[config.mk]
export PLATFORM = sky130hd
export DESIGN_NAME = aux_readout_port
export DESIGN_NICKNAME = d
export VERILOG_FILES = /design/src/rtl/aux_rd_pkg.sv /design/src/rtl/aux_rd_edge_sync.sv /design/src/rtl/aux_rd_conv_timer.sv /design/src/rtl/aux_rd_result_mux.sv /design/src/rtl/aux_rd_shift_out.sv /design/src/rtl/aux_readout_port.sv
export SDC_FILE = /design/constraint.sdc
export NUM_CORES = 1
export LEC_CHECK = 0
export CAP_MARGIN = 10
export CORE_ASPECT_RATIO = 2
export CORE_MARGIN = 5
export CORE_UTILIZATION = 50
export CTS_BUF_LIST = sky130_fd_sc_hd__clkbuf_8
export DETAILED_ROUTE_END_ITERATION = 10
export DONT_BUFFER_PORTS = 1
export PLACE_DENSITY_LB_ADDON = 0.3
export SLEW_MARGIN = 15
export SYNTH_ARGS = -nofsm -noshare
export SYNTH_HDL_FRONTEND = slang
export SYNTH_HIERARCHICAL = 1
export SYNTH_SLANG_ARGS = --single-unit
[constraint.sdc]
create_clock -name clk -period 5.5 [get_ports clk]
set_input_delay 0.55 -clock clk [delete_from_list [all_inputs] [get_ports clk]]
set_output_delay 0.55 -clock clk [all_outputs]
set_load 0.02 [all_outputs]
[src/rtl/aux_rd_pkg.sv]
package aux_rd_pkg;
  typedef enum logic [1:0] {
    ST_IDLE  = 2'd0,
    ST_CONV  = 2'd1,
    ST_READY = 2'd2,
    ST_SHIFT = 2'd3
  } rd_state_t;

  localparam int unsigned RES_W_DEF     = 10;
  localparam int unsigned CONV_CLKS_DEF = 16;
endpackage

[src/rtl/aux_rd_edge_sync.sv]
// Multi-stage synchroniser followed by a single-edge detector.
module aux_rd_edge_sync #(
  parameter logic        IDLE_LVL    = 1'b0,
  parameter int unsigned STAGES      = 2,
  parameter logic        DETECT_RISE = 1'b1
) (
  input  logic clk,
  input  logic rst_n,
  input  logic async_in,
  output logic edge_seen
);
  logic [STAGES:0] chain;
  logic            cur_lvl;
  logic            old_lvl;

  always_ff @(posedge clk or negedge rst_n) begin
    if (!rst_n) chain <= {(STAGES+1){IDLE_LVL}};
    else        chain <= {chain[STAGES-1:0], async_in};
  end

  assign cur_lvl = chain[STAGES-1];
  assign old_lvl = chain[STAGES];

  generate
    if (DETECT_RISE) begin : g_rise
      assign edge_seen = cur_lvl & ~old_lvl;
    end else begin : g_fall
      assign edge_seen = ~cur_lvl & old_lvl;
    end
  endgenerate
endmodule

[src/rtl/aux_rd_conv_timer.sv]
// Counts CONV_CLKS converter clocks; converter clock = core / DIV_LO or DIV_HI.
module aux_rd_conv_timer #(
  parameter int unsigned CONV_CLKS = 16,
  parameter int unsigned DIV_LO    = 2,
  parameter int unsigned DIV_HI    = 4
) (
  input  logic clk,
  input  logic rst_n,
  input  logic start,
  input  logic div_hi,
  output logic busy,
  output logic done
);
  localparam int unsigned PW  = (DIV_HI > 1) ? $clog2(DIV_HI) : 1;
  localparam int unsigned CCW = (CONV_CLKS > 1) ? $clog2(CONV_CLKS) : 1;
  localparam logic [PW-1:0]  PRE_LO_LAST = PW'(DIV_LO - 1);
  localparam logic [PW-1:0]  PRE_HI_LAST = PW'(DIV_HI - 1);
  localparam logic [CCW-1:0] CNT_LAST    = CCW'(CONV_CLKS - 1);

  logic [PW-1:0]  pre;
  logic [CCW-1:0] ccnt;
  logic           div_hi_q;
  logic           pre_last;
  logic           conv_tick;

  assign pre_last  = (pre == (div_hi_q ? PRE_HI_LAST : PRE_LO_LAST));
  assign conv_tick = busy & pre_last;
  assign done      = conv_tick & (ccnt == CNT_LAST);

  always_ff @(posedge clk or negedge rst_n) begin
    if (!rst_n) begin
      busy     <= 1'b0;
      pre      <= '0;
      ccnt     <= '0;
      div_hi_q <= 1'b0;
    end else if (start) begin
      busy     <= 1'b1;
      pre      <= '0;
      ccnt     <= '0;
      div_hi_q <= div_hi;
    end else if (busy) begin
      if (pre_last) begin
        pre  <= '0;
        ccnt <= ccnt + 1'b1;
        if (done) busy <= 1'b0;
      end else begin
        pre <= pre + 1'b1;
      end
    end
  end
endmodule

[src/rtl/aux_rd_result_mux.sv]
// Picks one of the four converter inputs.
module aux_rd_result_mux #(
  parameter int unsigned W = 10
) (
  input  logic         conv_sel,
  input  logic         in_sel_a,
  input  logic         in_sel_b,
  input  logic [W-1:0] res_a0,
  input  logic [W-1:0] res_a1,
  input  logic [W-1:0] res_b0,
  input  logic [W-1:0] res_b1,
  output logic [W-1:0] res
);
  logic [W-1:0] tbl [4];
  logic [1:0]   idx;

  assign tbl[0] = res_a0;
  assign tbl[1] = res_a1;
  assign tbl[2] = res_b0;
  assign tbl[3] = res_b1;
  assign idx    = {conv_sel, conv_sel ? in_sel_b : in_sel_a};
  assign res    = tbl[idx];
endmodule

[src/rtl/aux_rd_shift_out.sv]
// Completion flag, dummy edge, then MSB-first shift on serial clock falls.
module aux_rd_shift_out import aux_rd_pkg::*; #(
  parameter int unsigned W = 10
) (
  input  logic         clk,
  input  logic         rst_n,
  input  logic         start,
  input  logic         done,
  input  logic [W-1:0] res,
  input  logic         sclk_rise,
  input  logic         sclk_fall,
  output logic         sdo
);
  localparam int unsigned BCW = $clog2(W + 1);
  localparam logic [BCW-1:0] BITS_ALL = BCW'(W);

  rd_state_t      state;
  logic [W-1:0]   shreg;
  logic [BCW-1:0] bitcnt;

  always_ff @(posedge clk or negedge rst_n) begin
    if (!rst_n) begin
      state  <= ST_IDLE;
      sdo    <= 1'b0;
      shreg  <= '0;
      bitcnt <= '0;
    end else if (start) begin
      state  <= ST_CONV;
      sdo    <= 1'b0;
      bitcnt <= '0;
    end else begin
      case (state)
        ST_CONV: begin
          if (done) begin
            state <= ST_READY;
            sdo   <= 1'b1;
            shreg <= res;
          end
        end
        ST_READY: begin
          if (sclk_rise) state <= ST_SHIFT;
        end
        ST_SHIFT: begin
          if (sclk_fall) begin
            if (bitcnt == BITS_ALL) begin
              sdo   <= 1'b0;
              state <= ST_IDLE;
            end else begin
              sdo    <= shreg[W-1];
              shreg  <= {shreg[W-2:0], 1'b0};
              bitcnt <= bitcnt + 1'b1;
            end
          end
        end
        default: ;
      endcase
    end
  end
endmodule

[src/rtl/aux_readout_port.sv]
module aux_readout_port import aux_rd_pkg::*; #(
  parameter int unsigned RES_W       = RES_W_DEF,
  parameter int unsigned CONV_CLKS   = CONV_CLKS_DEF,
  parameter int unsigned DIV_LO      = 2,
  parameter int unsigned DIV_HI      = 4,
  parameter int unsigned SYNC_STAGES = 2
) (
  input  logic             clk,
  input  logic             rst_n,
  input  logic             port_en,
  input  logic             cs_n,
  input  logic             sclk,
  input  logic             cfg_div4,
  input  logic             cfg_conv_sel,
  input  logic             cfg_in_sel_a,
  input  logic             cfg_in_sel_b,
  input  logic [RES_W-1:0] res_a0,
  input  logic [RES_W-1:0] res_a1,
  input  logic [RES_W-1:0] res_b0,
  input  logic [RES_W-1:0] res_b1,
  output logic             sdo
);
  logic             cs_fall;
  logic             sclk_rise;
  logic             sclk_fall;
  logic             start;
  logic             tmr_busy;
  logic             tmr_done;
  logic             conv_sel_q;
  logic             in_sel_a_q;
  logic             in_sel_b_q;
  logic [RES_W-1:0] res_pick;

  aux_rd_edge_sync #(.IDLE_LVL(1'b1), .STAGES(SYNC_STAGES), .DETECT_RISE(1'b0)) u_cs_sync (
    .clk(clk), .rst_n(rst_n), .async_in(cs_n), .edge_seen(cs_fall));

  aux_rd_edge_sync #(.IDLE_LVL(1'b0), .STAGES(SYNC_STAGES), .DETECT_RISE(1'b1)) u_sclk_rise (
    .clk(clk), .rst_n(rst_n), .async_in(sclk), .edge_seen(sclk_rise));

  aux_rd_edge_sync #(.IDLE_LVL(1'b0), .STAGES(SYNC_STAGES), .DETECT_RISE(1'b0)) u_sclk_fall (
    .clk(clk), .rst_n(rst_n), .async_in(sclk), .edge_seen(sclk_fall));

  assign start = cs_fall & port_en;

  // Selection is frozen for the whole conversion.
  always_ff @(posedge clk or negedge rst_n) begin
    if (!rst_n) begin
      conv_sel_q <= 1'b0;
      in_sel_a_q <= 1'b1;
      in_sel_b_q <= 1'b1;
    end else if (start) begin
      conv_sel_q <= cfg_conv_sel;
      in_sel_a_q <= cfg_in_sel_a;
      in_sel_b_q <= cfg_in_sel_b;
    end
  end

  aux_rd_conv_timer #(.CONV_CLKS(CONV_CLKS), .DIV_LO(DIV_LO), .DIV_HI(DIV_HI)) u_timer (
    .clk(clk), .rst_n(rst_n), .start(start), .div_hi(cfg_div4),
    .busy(tmr_busy), .done(tmr_done));

  aux_rd_result_mux #(.W(RES_W)) u_mux (
    .conv_sel(conv_sel_q), .in_sel_a(in_sel_a_q), .in_sel_b(in_sel_b_q),
    .res_a0(res_a0), .res_a1(res_a1), .res_b0(res_b0), .res_b1(res_b1),
    .res(res_pick));

  aux_rd_shift_out #(.W(RES_W)) u_shift (
    .clk(clk), .rst_n(rst_n), .start(start), .done(tmr_done), .res(res_pick),
    .sclk_rise(sclk_rise), .sclk_fall(sclk_fall), .sdo(sdo));
endmodule

### Word-level counts from Yosys, hierarchy flattened

Index checks and enable logic that the tools add are counted.

| word-level totals | value |
|---|---|
| register bits after elaboration | 37 |
| input bits | 49 |
| word-level logic and storage cells | 89 |
| output and inout bits | 1 |

| operators by class | value |
|---|---|
| $add $sub $neg | 3 |
| reductions and logical operators | 12 |
| $lt $le $gt $ge | 1 |
| bitwise logic cells | 11 |
| equal/unequal tests | 14 |
| multiplexer cells | 34 |

Operators by type and width:

| operator | number |
|---|---|
| 10-bit two-way mux | 5 |
| 4-bit two-way mux | 7 |
| 10-bit binary-select mux with 2-bit select | 1 |
| 10-bit one-hot mux with 2 select lines | 1 |
| 2-bit two-way mux | 9 |
| 5-bit AND reduction | 2 |
| 2-bit nonzero test | 5 |
| 1-bit two-way mux | 9 |
| 3-bit != test, second input constant | 3 |
| 4-bit by 1-bit adder with 4-bit output, second input constant | 2 |
| 4-bit equality test, second input constant | 2 |
| 2-bit != test, second input constant | 4 |
| 1-bit bitwise AND | 6 |
| 2-bit one-hot mux with 3 select lines | 1 |
| 3-bit AND reduction | 2 |
| 2-bit equality test, second input constant | 2 |
| 1-bit inverter | 4 |
| 4-bit nonzero test | 1 |
| 3-bit greater-or-equal comparator, second input constant | 1 |
| 3-bit by 2-bit != test with 1-bit output, second input constant | 1 |
| 2-bit inverter with 3-bit output | 1 |
| 3-bit nonzero test | 1 |
| 2-bit by 1-bit adder with 2-bit output, second input constant | 1 |
| 2-bit by 1-bit equality test with 1-bit output, second input constant | 1 |
| 3 further kinds | 3 |

### Logic depth before layout (Yosys ltp)

Gate-level depths: netlist of the first run.

| logic depth | value |
|---|---|
| depth after elaboration | 8 |
| depth in mapped cells | 8 |
| gate-level depth less buffers | 7 |

### Modules after synthesis

Netlist of the first run, hierarchy kept.

By module, submodules not included:

| module | cells each | sequential area each (um^2) | times used | area each (um^2) |
|---|---|---|---|---|
| aux_rd_shift_out | 84 | 425.4 | 1 | 1017.2 |
| aux_rd_conv_timer | 36 | 200.2 | 1 | 384.1 |
| aux_rd_result_mux | 33 | 0.0 | 1 | 327.8 |
| aux_rd_edge_sync (u_sclk_fall ...) | 4 | 75.1 | 2 | 88.8 |
| aux_readout_port | 8 | 77.6 | 1 | 132.6 |
| aux_rd_edge_sync (u_cs_sync) | 4 | 78.8 | 1 | 92.6 |

### Worst setup path after synthesis of the first run

No wires, ideal clock.

| timing path | value |
|---|---|
| path type | register to register |
| from | register u_timer.pre[1] |
| to | register u_shift.shreg[0] |
| clock period less this slack | 2.227 ns |
| path buffers | 1 |
| setup time | 0.125 ns |
| cell stages (with the launch flop) | 9 |
| arrival | 2.102 ns |
| data required time | 5.375 ns |
| slack | 3.273 ns |
| cell sequence | dfrtp_1 > xor2_1 > nor3b_1 > and3_1 > nand2b_1 > nand3_4 > or3_1 > buf_6 > mux2_4 |

| between the ends | value |
|---|---|
| word-level cells in the longest chain between the ends | 5 |

RTL lines:

| item | RTL line | text |
|---|---|---|
| start: declaration | aux_rd_conv_timer.sv:20 | `logic [PW-1:0] pre;` |
| start signal: assignment | aux_rd_conv_timer.sv:47 | `pre <= pre + 1'b1;` |
| 2-bit equality test | aux_rd_conv_timer.sv:26 | `assign pre_last = (pre == (div_hi_q ? PRE_HI_LAST : PRE_LO_LAST));` |
| 1-bit bitwise AND | aux_rd_conv_timer.sv:27 | `assign conv_tick = busy & pre_last;` |
| 1-bit bitwise AND | aux_rd_conv_timer.sv:28 | `assign done = conv_tick & (ccnt == CNT_LAST);` |
| net tmr_done | aux_readout_port.sv:28 | `logic tmr_done;` |
| 2-bit != test (no line) | -- |  |
| 5-bit AND reduction (no line) | -- |  |
| end signal: assignment | aux_rd_shift_out.sv:37 | `shreg <= res;` |
| end signal: assignment | aux_rd_shift_out.sv:50 | `shreg <= {shreg[W-2:0], 1'b0};` |
| end: declaration | aux_rd_shift_out.sv:18 | `logic [W-1:0] shreg;` |

The timed path passes the listed nets, and every way through them passes these cells.
A chain may end at the register's enable or synchronous reset.

### Final worst setup path of the first run

| timing path | value |
|---|---|
| from | register u_timer.pre[1] |
| to | register u_shift.shreg[3] |

Same word-level chain as after synthesis.

==> metrics, run 1 <==
status=finished clean; Post-Synth Simple-Gate Area=12.79%; area leader, netlist=dfrtp_1; Die Y=102.4 um; top-area cell type share of the netlist area=37.56%; CTS tree=yes; largest family of logic cells by synthesized area=multiplexers; 1st-pass router iterations=4; reg2reg path depth=7; Min Clock Period, post-route=2609 ps; fillers=373; P_leak=0.001069 uW; Cell Rows=33; grt total ovfl=0; Synth Instances=173; Ant. Diodes=0; 1st-iter DRT viols=16; clk root buf=clkbuf_8; Pwr Density=476.2 mW/mm^2; adder-cell share of the synthesized area=3.521%; DRT antenna net count=0; CP max FO=10; Post-DP Area=0.002125 mm^2; # H-tree levels=2; max-slew violation count=0; RSZ-0062 raised after global routing=no; worst min-delay path class=input port to async pin; synthesized flop and latch total=37; clock buffer depth=2; Initial Util=51.64%; Post-CTS Resized=0; flop-to-flop setup slack=2890 ps; TritonCTS Buffers=5; Clock transition at path regs=70 ps; Design Area, Final=0.002227 mm^2; data arrival time of the critical path=2780 ps; synth top area cells=dfrtp_1 38%, mux2i_1 16%, mux2_4 8.5%; startpoint types=register; vias in the first global route=1378; fmax=383.3 MHz; Hold Slack=87.96 ps; mux share of post-synthesis cell area=29.69%; max_cap viols=0; Cell variety after synth=38; Final Hold Fails=0; slowest CP cell=or3_1; I/O pin count=50; dpl hpwl=2796 um; Yosys Warn Count=6; post-synthesis xor/xnor area fraction=2.054%; later-pin clock latency in the skew report=280 ps; Worst R2R End=u_shift/shreg[3]; Least-Margin Pin Slew=727.0 ps; mean post-synth cell area=12.32 um^2; WL/cell=16.68 um; worst vdd ir=0.0003133 V; DRC viols=0; CP Cell Sequence=xor2_1, nor3b_1, and3_1, nand2b_1, nand3_4, or3_1, mux2_4; Crit path largest cell delay=620 ps; final net count=228; layout cells sized above 1=27.59%; CORE AREA=0.004129 mm^2; final wirelength=3770 um; Slew HR=51.54%; PortBufs=0; Mapped Nets=228; via count=1262; Tcrit/Tclk final=47.43%; Synth Cell Area=0.002132 mm^2; sequential fraction of the synthesis area=43.72%; vias per std cell=5.584; gpl congestion=0.7307; Compound-Gate Fraction of Synth Area=3.580%; setup TNS=0 ps; first-pass GRT wire length=6444 um; r2r startpoint=u_timer/pre[1]; dpl ws=2924 ps; Setup-failing EPs final=0; crit path kind=register to register; clock skew=9.728 ps; CTS Sinks=37; initial antenna violation count=0; Final Total Pwr=1061 uW; largest net degree at the start of global routing=33; GRT Resource Usage Total=14.15%; Primary FF master, synth=dfrtp_1; number of synthesized flops with an enable pin=0; post-route setup slack=2891 ps; Crit path required time=5670 ps; total die area=0.005750 mm^2; CP Capture Type=register; FFs w/ async S/R, synth=100.0%; Buf/Inv on CP=0; Layout area overhead=4.460%; Crit path max-delay family=simple AND/OR/NAND/NOR gates; Horiz. Die Dim=56.18 um
[worst max path at each step]
stage / from / cells after the start / end
floorplan: u_timer/pre[1] / 8 / u_shift/shreg[0]
global placement: u_timer/pre[1] / 7 / u_shift/shreg[8]
detailed placement: u_timer/pre[1] / 7 / u_shift/shreg[3]
CTS: u_timer/pre[1] / 7 / u_shift/shreg[3]
global route: u_timer/pre[1] / 7 / u_shift/shreg[3]
finish: u_timer/pre[1] / 7 / u_shift/shreg[3]
[cell usage after synthesis, drive strengths merged (2+ instances only)]
library cell  number
a21oi              6
and2               2
and3               2
buf                7
dfrtp             32
dfstp              5
ha                 6
inv                7
mux2              22
mux2i             34
nand2              4
nand2b             3
nand3              3
nand3b             3
nand4              2
nor2              11
nor2b              5
o21ai              3
o31ai              2
or2                2
or3                2
xnor2              2
xor2               3
[cell usage in the layout (no fill, tap or decap), types with 3 or more instances in the layout]
| master | instances |
|---|---|
| a21oi_1 | 6 |
| clkbuf_8 | 5 |
| dfrtp_1 | 32 |
| dfstp_2 | 5 |
| ha_1 | 6 |
| inv_1 | 8 |
| mux2_2 | 10 |
| mux2_4 | 12 |
| mux2i_1 | 34 |
| nand3b_1 | 3 |
| nor2_1 | 11 |
| nor2b_4 | 3 |
| o21ai_0 | 3 |
| xor2_1 | 3 |
[power by group]
| part | switching, uW | internal (uW) |
|---|---|---|
| Sequential | 84.5 | 361 |
| Combinational | 184 | 258 |
| Clock | 86.7 | 85.8 |
| Total | 355 | 705 |
[area by class of cell]
cell class / instances / area [um^2] / share of cell area (%)
clock buffer: 5 / 68.82 / 3.090
clock inverter: 3 / 13.76 / 0.6180
inverter: 7 / 26.28 / 1.180
multi-input combinational: 121 / 1101 / 49.44
sequential: 37 / 932.1 / 41.85
tap: 52 / 65.06 / 2.921
timing repair buffer: 1 / 20.02 / 0.8989
[per-layer routing]
| layer | global-route usage, % | vias up | share of wire, % |
|---|---|---|---|
| met5 | 0 | - | 0 |
| met4 | 7.495 | 0 | 2.9 |
| met3 | 5.563 | 9 | 8.4 |
| met2 | 26.87 | 51 | 55 |
| met1 | 12.48 | 602 | 34 |
| li1 | - | 600 | - |
[logic make-up after synthesis]
family                   count (synthesis)
AND/OR/NAND/NOR                         41
adder cells (fa/ha/maj)                  6
XOR/XNOR                                 5
flip-flops                              37
AO/OA/AOI/OAI                           13
buffers and inverters                   15
multiplexers                            56
[flip-flops by register name (all words and copies together) (netlist names)]
name	count
in_sel_b_q	1
u_shift/sdo	1
in_sel_a_q	1
u_timer/pre	2
u_sclk_rise/chain	3
u_sclk_fall/chain	3
u_shift/shreg	10
u_timer/ccnt	4
conv_sel_q	1
u_shift/state	2
u_cs_sync/chain	3
u_timer/busy	1
u_shift/bitcnt	4
u_timer/div_hi_q	1
[repair_timing]
action	CTS	global route
endpoints found under the hold margin	32	0
buffers inserted	0	0
hold buffers	1	0
[metrics by stage]
stage	util [%]	cells
floorplan	-	173
global placement	51.45	217
detailed placement	51.45	217
CTS	53.94	226
global route	53.94	226
finish	53.94	226
Power figures use the tool's default switching activity.
==> run 2, diff against run 1 <==
Clock period 5.5 ns to 2.55 ns, I/O delays scaled along.
==> metrics, run 2 (synthesis gave the netlist of run 1 again) <==
status=finished clean (unchanged); clk root buf=clkbuf_8 (unchanged); CP endpoint=u_shift/shreg[3] (unchanged); flop-to-flop setup slack=240 ps (was 2890 ps); Crit path required time=2720 ps (was 5670 ps); max-slew violation count=0 (unchanged); 1st-pass router iterations=4 (unchanged); first-pass GRT wire length=6279 um (was 6444 um); Die Y=102.4 um (unchanged); startpoint types=register (unchanged); Buf/Inv on CP=0 (unchanged); Cell Rows=33 (unchanged); Tcrit/Tclk final=90.62% (was 47.43%); Ant. Diodes=0 (unchanged); RSZ-0062 raised after global routing=no (unchanged); Top reg by flops=u_shift/shreg (unchanged); max_cap viols=0 (unchanged); worst vdd ir=0.0007103 V (was 0.0003133 V); reg2reg path depth=7 (unchanged); final net count=234 (was 228); DRC viols=0 (unchanged); Post-CTS Setup Inserts=0 (unchanged); Least-Margin Pin Slew=549.7 ps (was 727.0 ps); Clock transition at path regs=70 ps (about the same); vias per std cell=5.461 (was 5.584); flip-flop count of the largest register after layout=10 (unchanged); GRT Resource Usage Total=13.98% (was 14.15%); post-route setup slack=239.2 ps (was 2891 ps); dpl ws=70.22 ps (was 2924 ps); worst setup path startpoint=u_timer/pre[1] (unchanged); vias in the first global route=1376 (was 1378); TritonCTS Buffers=5 (unchanged); Pwr Density=1033 mW/mm^2 (was 476.2 mW/mm^2); Worst R2R End=u_shift/shreg[3] (unchanged); most common cell after layout, fill and taps aside=mux2i_1 (unchanged); CTS Sinks=37 (unchanged); Crit path largest cell delay=490 ps (was 620 ps); Layout area overhead=8.040% (was 4.460%); r2r startpoint=u_timer/pre[1] (unchanged); setup TNS=0 ps (unchanged); gpl congestion=0.7177 (was 0.7307); Initial Util=51.64% (unchanged); final wirelength=3671 um (was 3770 um); hold path depth=1; slowest CP cell=or3_4 (was or3_1); dpl hpwl=2857 um (was 2796 um); # H-tree levels=2 (unchanged); I/O pin count=50 (unchanged); Min Clock Period, post-route=2311 ps (was 2609 ps); total die area=0.005750 mm^2 (unchanged); fmax=432.8 MHz (was 383.3 MHz); Final Hold Fails=0 (unchanged); fillers=356 (was 373); P_leak=0.001103 uW (was 0.001069 uW); initial antenna violation count=0 (unchanged); Horiz. Die Dim=56.18 um (unchanged); CORE AREA=0.004129 mm^2 (unchanged); DRT antenna net count=0 (unchanged); Crit path max-delay family=simple AND/OR/NAND/NOR gates (unchanged); CP Capture Type=register (unchanged); Hold Slack=109.3 ps (was 87.96 ps); crit path kind=register to register (unchanged); CP Cell Sequence=xor2_1, nor3b_1, and3_1, nand2b_1, nand3_4, or3_4, mux2_4 (was xor2_1, nor3b_1, and3_1, nand2b_1, nand3_4, or3_1, mux2_4); Post-DP Area=0.002147 mm^2 (was 0.002125 mm^2); layout cells sized above 1=29.44% (was 27.59%); worst min-delay path class=input port to register (was input port to async pin); grt total ovfl=0 (unchanged); 1st-iter DRT viols=17 (was 16); Levels on crit path=7 (unchanged); biggest regs=u_shift/shreg: 10 flops, u_shift/bitcnt: 4 flops, u_timer/ccnt: 4 flops (unchanged); Slew HR=63.35% (was 51.54%); WL/cell=15.82 um (was 16.68 um); later-pin clock latency in the skew report=290 ps (was 280 ps); Setup-failing EPs final=0 (unchanged); CP max FO=10 (unchanged); data arrival time of the critical path=2480 ps (was 2780 ps); largest net degree at the start of global routing=38 (was 33); CTS tree=yes (unchanged); most frequent cells in the layout=34 x mux2i_1, 32 x dfrtp_1, 12 x mux2_4 (unchanged); clock skew=4.573 ps (was 9.728 ps); clock buffer depth=2 (unchanged); PortBufs=0 (unchanged); Design Area, Final=0.002303 mm^2 (was 0.002227 mm^2); via count=1267 (was 1262)
==> run 2: changes by cell type in the layout (fill, tap and decap cells not counted), sizes merged <==
cell,previous run,this run
inv,8,7
clkinv,2,1
buf,1,4
clkbuf,5,7
dlygate4sd3,0,3
==> run 2: layout make-up <==
type	count	area (um^2)	area share, %
Multi-Input combinational cell	121	1106	48.02
Timing Repair Buffer	7	72.57	3.150
Inverter	7	26.28	1.141
Clock buffer	7	96.34	4.183
Clock inverter	1	5.005	0.2173
Tap cell	52	65.06	2.825
Sequential cell	37	932.1	40.47
==> run 2: worst register-to-register path, stage by stage, from the launching register on <==
cell and delay [ps]:
dfrtp_1 400, xor2_1 230, nor3b_1 310, and3_1 180, nand2b_1 160, nand3_4 90
or3_4 490, mux2_4 330
==> run 2: timing repair <==
action | CTS | global route
hold endpoints to repair | 40 | 0
hold buffers | 4 | 0
resized for setup | 0 | 1
setup endpoints to repair | 0 | 9
==> run 2: per-stage QoR <==
step,total power (uW),util (%),instances
after floorplan,1812,-,173
after global placement,1875,52.00,220
after detailed placement,1940,52.00,220
after CTS,2406,55.67,232
after global routing,2554,55.79,232
final,2378,55.79,232
==> run 2: layer usage <==
metal | vias up | wire length (um) | global-route usage (%)
li1 | 612 | - | -
met1 | 604 | 1258 | 12.29
met2 | 46 | 2017 | 26.33
met3 | 5 | 312 | 5.942
met4 | 0 | 83 | 7.313
met5 | - | 0 | 0
==> run 2: power by group <==
part / total (uW) / switching [uW] / internal [uW]
sequential: 968 / 189 / 779
clock: 436 / 192 / 244
combinational: 974 / 399 / 576
==> run 2: worst min-delay path by stage <==
stage | from | end | slack [ps]
after floorplan | rst_n | conv_sel_q | -40
after global placement | rst_n | u_sclk_fall/chain[0] | -40
after detailed placement | rst_n | u_sclk_fall/chain[1] | -40
after CTS | cfg_conv_sel | conv_sel_q | 100
after global routing | cfg_in_sel_b | in_sel_b_q | 100
final | cfg_conv_sel | conv_sel_q | 110
==> run 3, diff against run 2 <==
Settings changed: PLACE_DENSITY_LB_ADDON 0.3 to not set.
==> metrics, run 3 (synthesis gave the netlist of run 1 again) <==
1st-pass router iterations=4 (unchanged); CP Capture Type=register (unchanged); Final Hold Fails=0 (unchanged); # H-tree levels=2 (unchanged); fmax=441.5 MHz (was 432.8 MHz); RSZ-0062 raised after global routing=no (unchanged); biggest regs=u_shift/shreg: 10 flops, u_shift/bitcnt: 4 flops, u_timer/ccnt: 4 flops (unchanged); P_leak=0.001117 uW (was 0.001103 uW); setup TNS=0 ps (unchanged); total die area=0.005750 mm^2 (unchanged); data arrival time of the critical path=2430 ps (was 2480 ps); max_cap viols=0 (unchanged); flip-flop count of the largest register after layout=10 (unchanged); DRT antenna net count=0 (unchanged); dpl ws=94.85 ps (was 70.22 ps); Setup-failing EPs final=0 (unchanged); Post-CTS Setup Inserts=0 (unchanged); largest net degree at the start of global routing=38 (unchanged); Ant. Diodes=0 (unchanged); fillers=340 (was 356); first-pass GRT wire length=6575 um (was 6279 um); final wirelength=3985 um (was 3671 um); Tcrit/Tclk final=88.82% (was 90.62%); DRC viols=0 (unchanged); CORE AREA=0.004129 mm^2 (unchanged); clock power share=23.1% (was 18.3%); GRT Resource Usage Total=14.67% (was 13.98%); vias in the first global route=1448 (was 1376); Cell Rows=33 (unchanged); post-route setup slack=285.0 ps (was 239.2 ps); Least-Margin Pin Slew=555.6 ps (was 549.7 ps); Clock transition at path regs=70 ps (about the same); CTS tree=yes (unchanged); most common cell after layout, fill and taps aside=mux2i_1 (unchanged); Sw Ratio=31.38% (was 32.79%); status=finished clean (unchanged); Die Y=102.4 um (unchanged); Comb pwr share=38.8% (was 41.0%); worst min-delay path class=input port to register (unchanged); final net count=234 (unchanged); PortBufs=0 (unchanged); clock skew=6.368 ps (was 4.573 ps); Min Clock Period, post-route=2265 ps (was 2311 ps); CTS Sinks=37 (unchanged); Pwr Density=1090 mW/mm^2 (was 1033 mW/mm^2); Horiz. Die Dim=56.18 um (unchanged); worst vdd ir=0.0008054 V (was 0.0007103 V); later-pin clock latency in the skew report=280 ps (was 290 ps); Hold Slack=119.8 ps (was 109.3 ps); Net Sw Power=798.9 uW (was 779.8 uW); Layout area overhead=9.566% (was 8.040%); max-slew violation count=0 (unchanged); startpoint types=register (unchanged); vias per std cell=5.556 (was 5.461); initial antenna violation count=0 (unchanged); via count=1289 (was 1267); clk root buf=clkbuf_8 (unchanged); internal power=1747 uW (was 1599 uW); Top reg by flops=u_shift/shreg (unchanged); 1st-iter DRT viols=17 (unchanged); clock buffer depth=2 (unchanged); most frequent cells in the layout=34 x mux2i_1, 32 x dfrtp_1, 12 x mux2_4 (unchanged); gpl congestion=0.7529 (was 0.7177); grt total ovfl=0 (unchanged); Crit path required time=2710 ps (was 2720 ps); flop-to-flop setup slack=280 ps (was 240 ps); I/O pin count=50 (unchanged); Initial Util=51.64% (unchanged); Seq pwr share=38.1% (was 40.7%); CP max FO=10 (unchanged); crit path kind=register to register (unchanged); layout cells sized above 1=29.44% (unchanged); TritonCTS Buffers=5 (unchanged); post-layout util=56.58% (was 55.79%); dpl hpwl=3123 um (was 2857 um); WL/cell=17.18 um (was 15.82 um); Slew HR=62.96% (was 63.35%)
## run 3: area by class of cell
class,count,area [um^2],share of cell area (%)
Clock buffer,5,68.82,2.946
Clock inverter,3,65.06,2.785
Inverter,7,26.28,1.125
Multi-Input combinational cell,121,1106,47.35
Sequential cell,37,932.1,39.90
Tap cell,52,65.06,2.785
Timing Repair Buffer,7,72.57,3.107
## run 3: stage by stage
stage          std cells  instance area, um^2  power, uW
2_1_floorplan        173                 2132       1812
3_3_place_gp         220                 2147       1896
3_5_place_dp         220                 2147       1954
4_1_cts              232                 2331       2571
5_1_grt              232                 2336       2720
6_report             232                 2336       2546
## run 3: what timing repair did
action,CTS,global route
gates resized for setup,0,1
endpoints found under the hold margin,40,0
setup endpoints to repair,0,9
hold buffers,4,0
## run 3: critical path, stage by stage (launching register included)
cell,delay [ps]
dfrtp_1,400
xor2_1,220
nor3b_1,280
and3_1,180
nand2b_1,160
nand3_4,90
or3_4,490
mux2_4,330
## run 3: power groups by stage
stage	sequential, uW	combinational, uW	clock, uW
6_report	971	987	587
5_1_grt	998	1090	632
4_1_cts	973	993	605
3_5_place_dp	985	969	0
3_3_place_gp	971	925	0
2_1_floorplan	893	919	0
## run 3: path summary, 6_finish.rpt
check                                     startpoint                    to  depth (start not counted)
worst max-delay path                  u_timer/pre[1]      u_shift/shreg[1]                          7
worst min-delay path                    cfg_in_sel_b            in_sel_b_q                          1
worst max register to register        u_timer/pre[1]      u_shift/shreg[1]                          7
worst min register to register  u_sclk_rise/chain[0]  u_sclk_rise/chain[1]                          0
max in group asynchronous                      rst_n    u_cs_sync/chain[2]                          2
min in group asynchronous                      rst_n     u_shift/bitcnt[0]                          2
## run 3: per-layer routing
metal,share of wire (%),vias up,GRT usage (%)
met4,1.6,0,5.667
met3,5.5,6,4.425
met5,0,-,0
met1,34,634,13.57
li1,-,612,-
met2,59,37,29.13
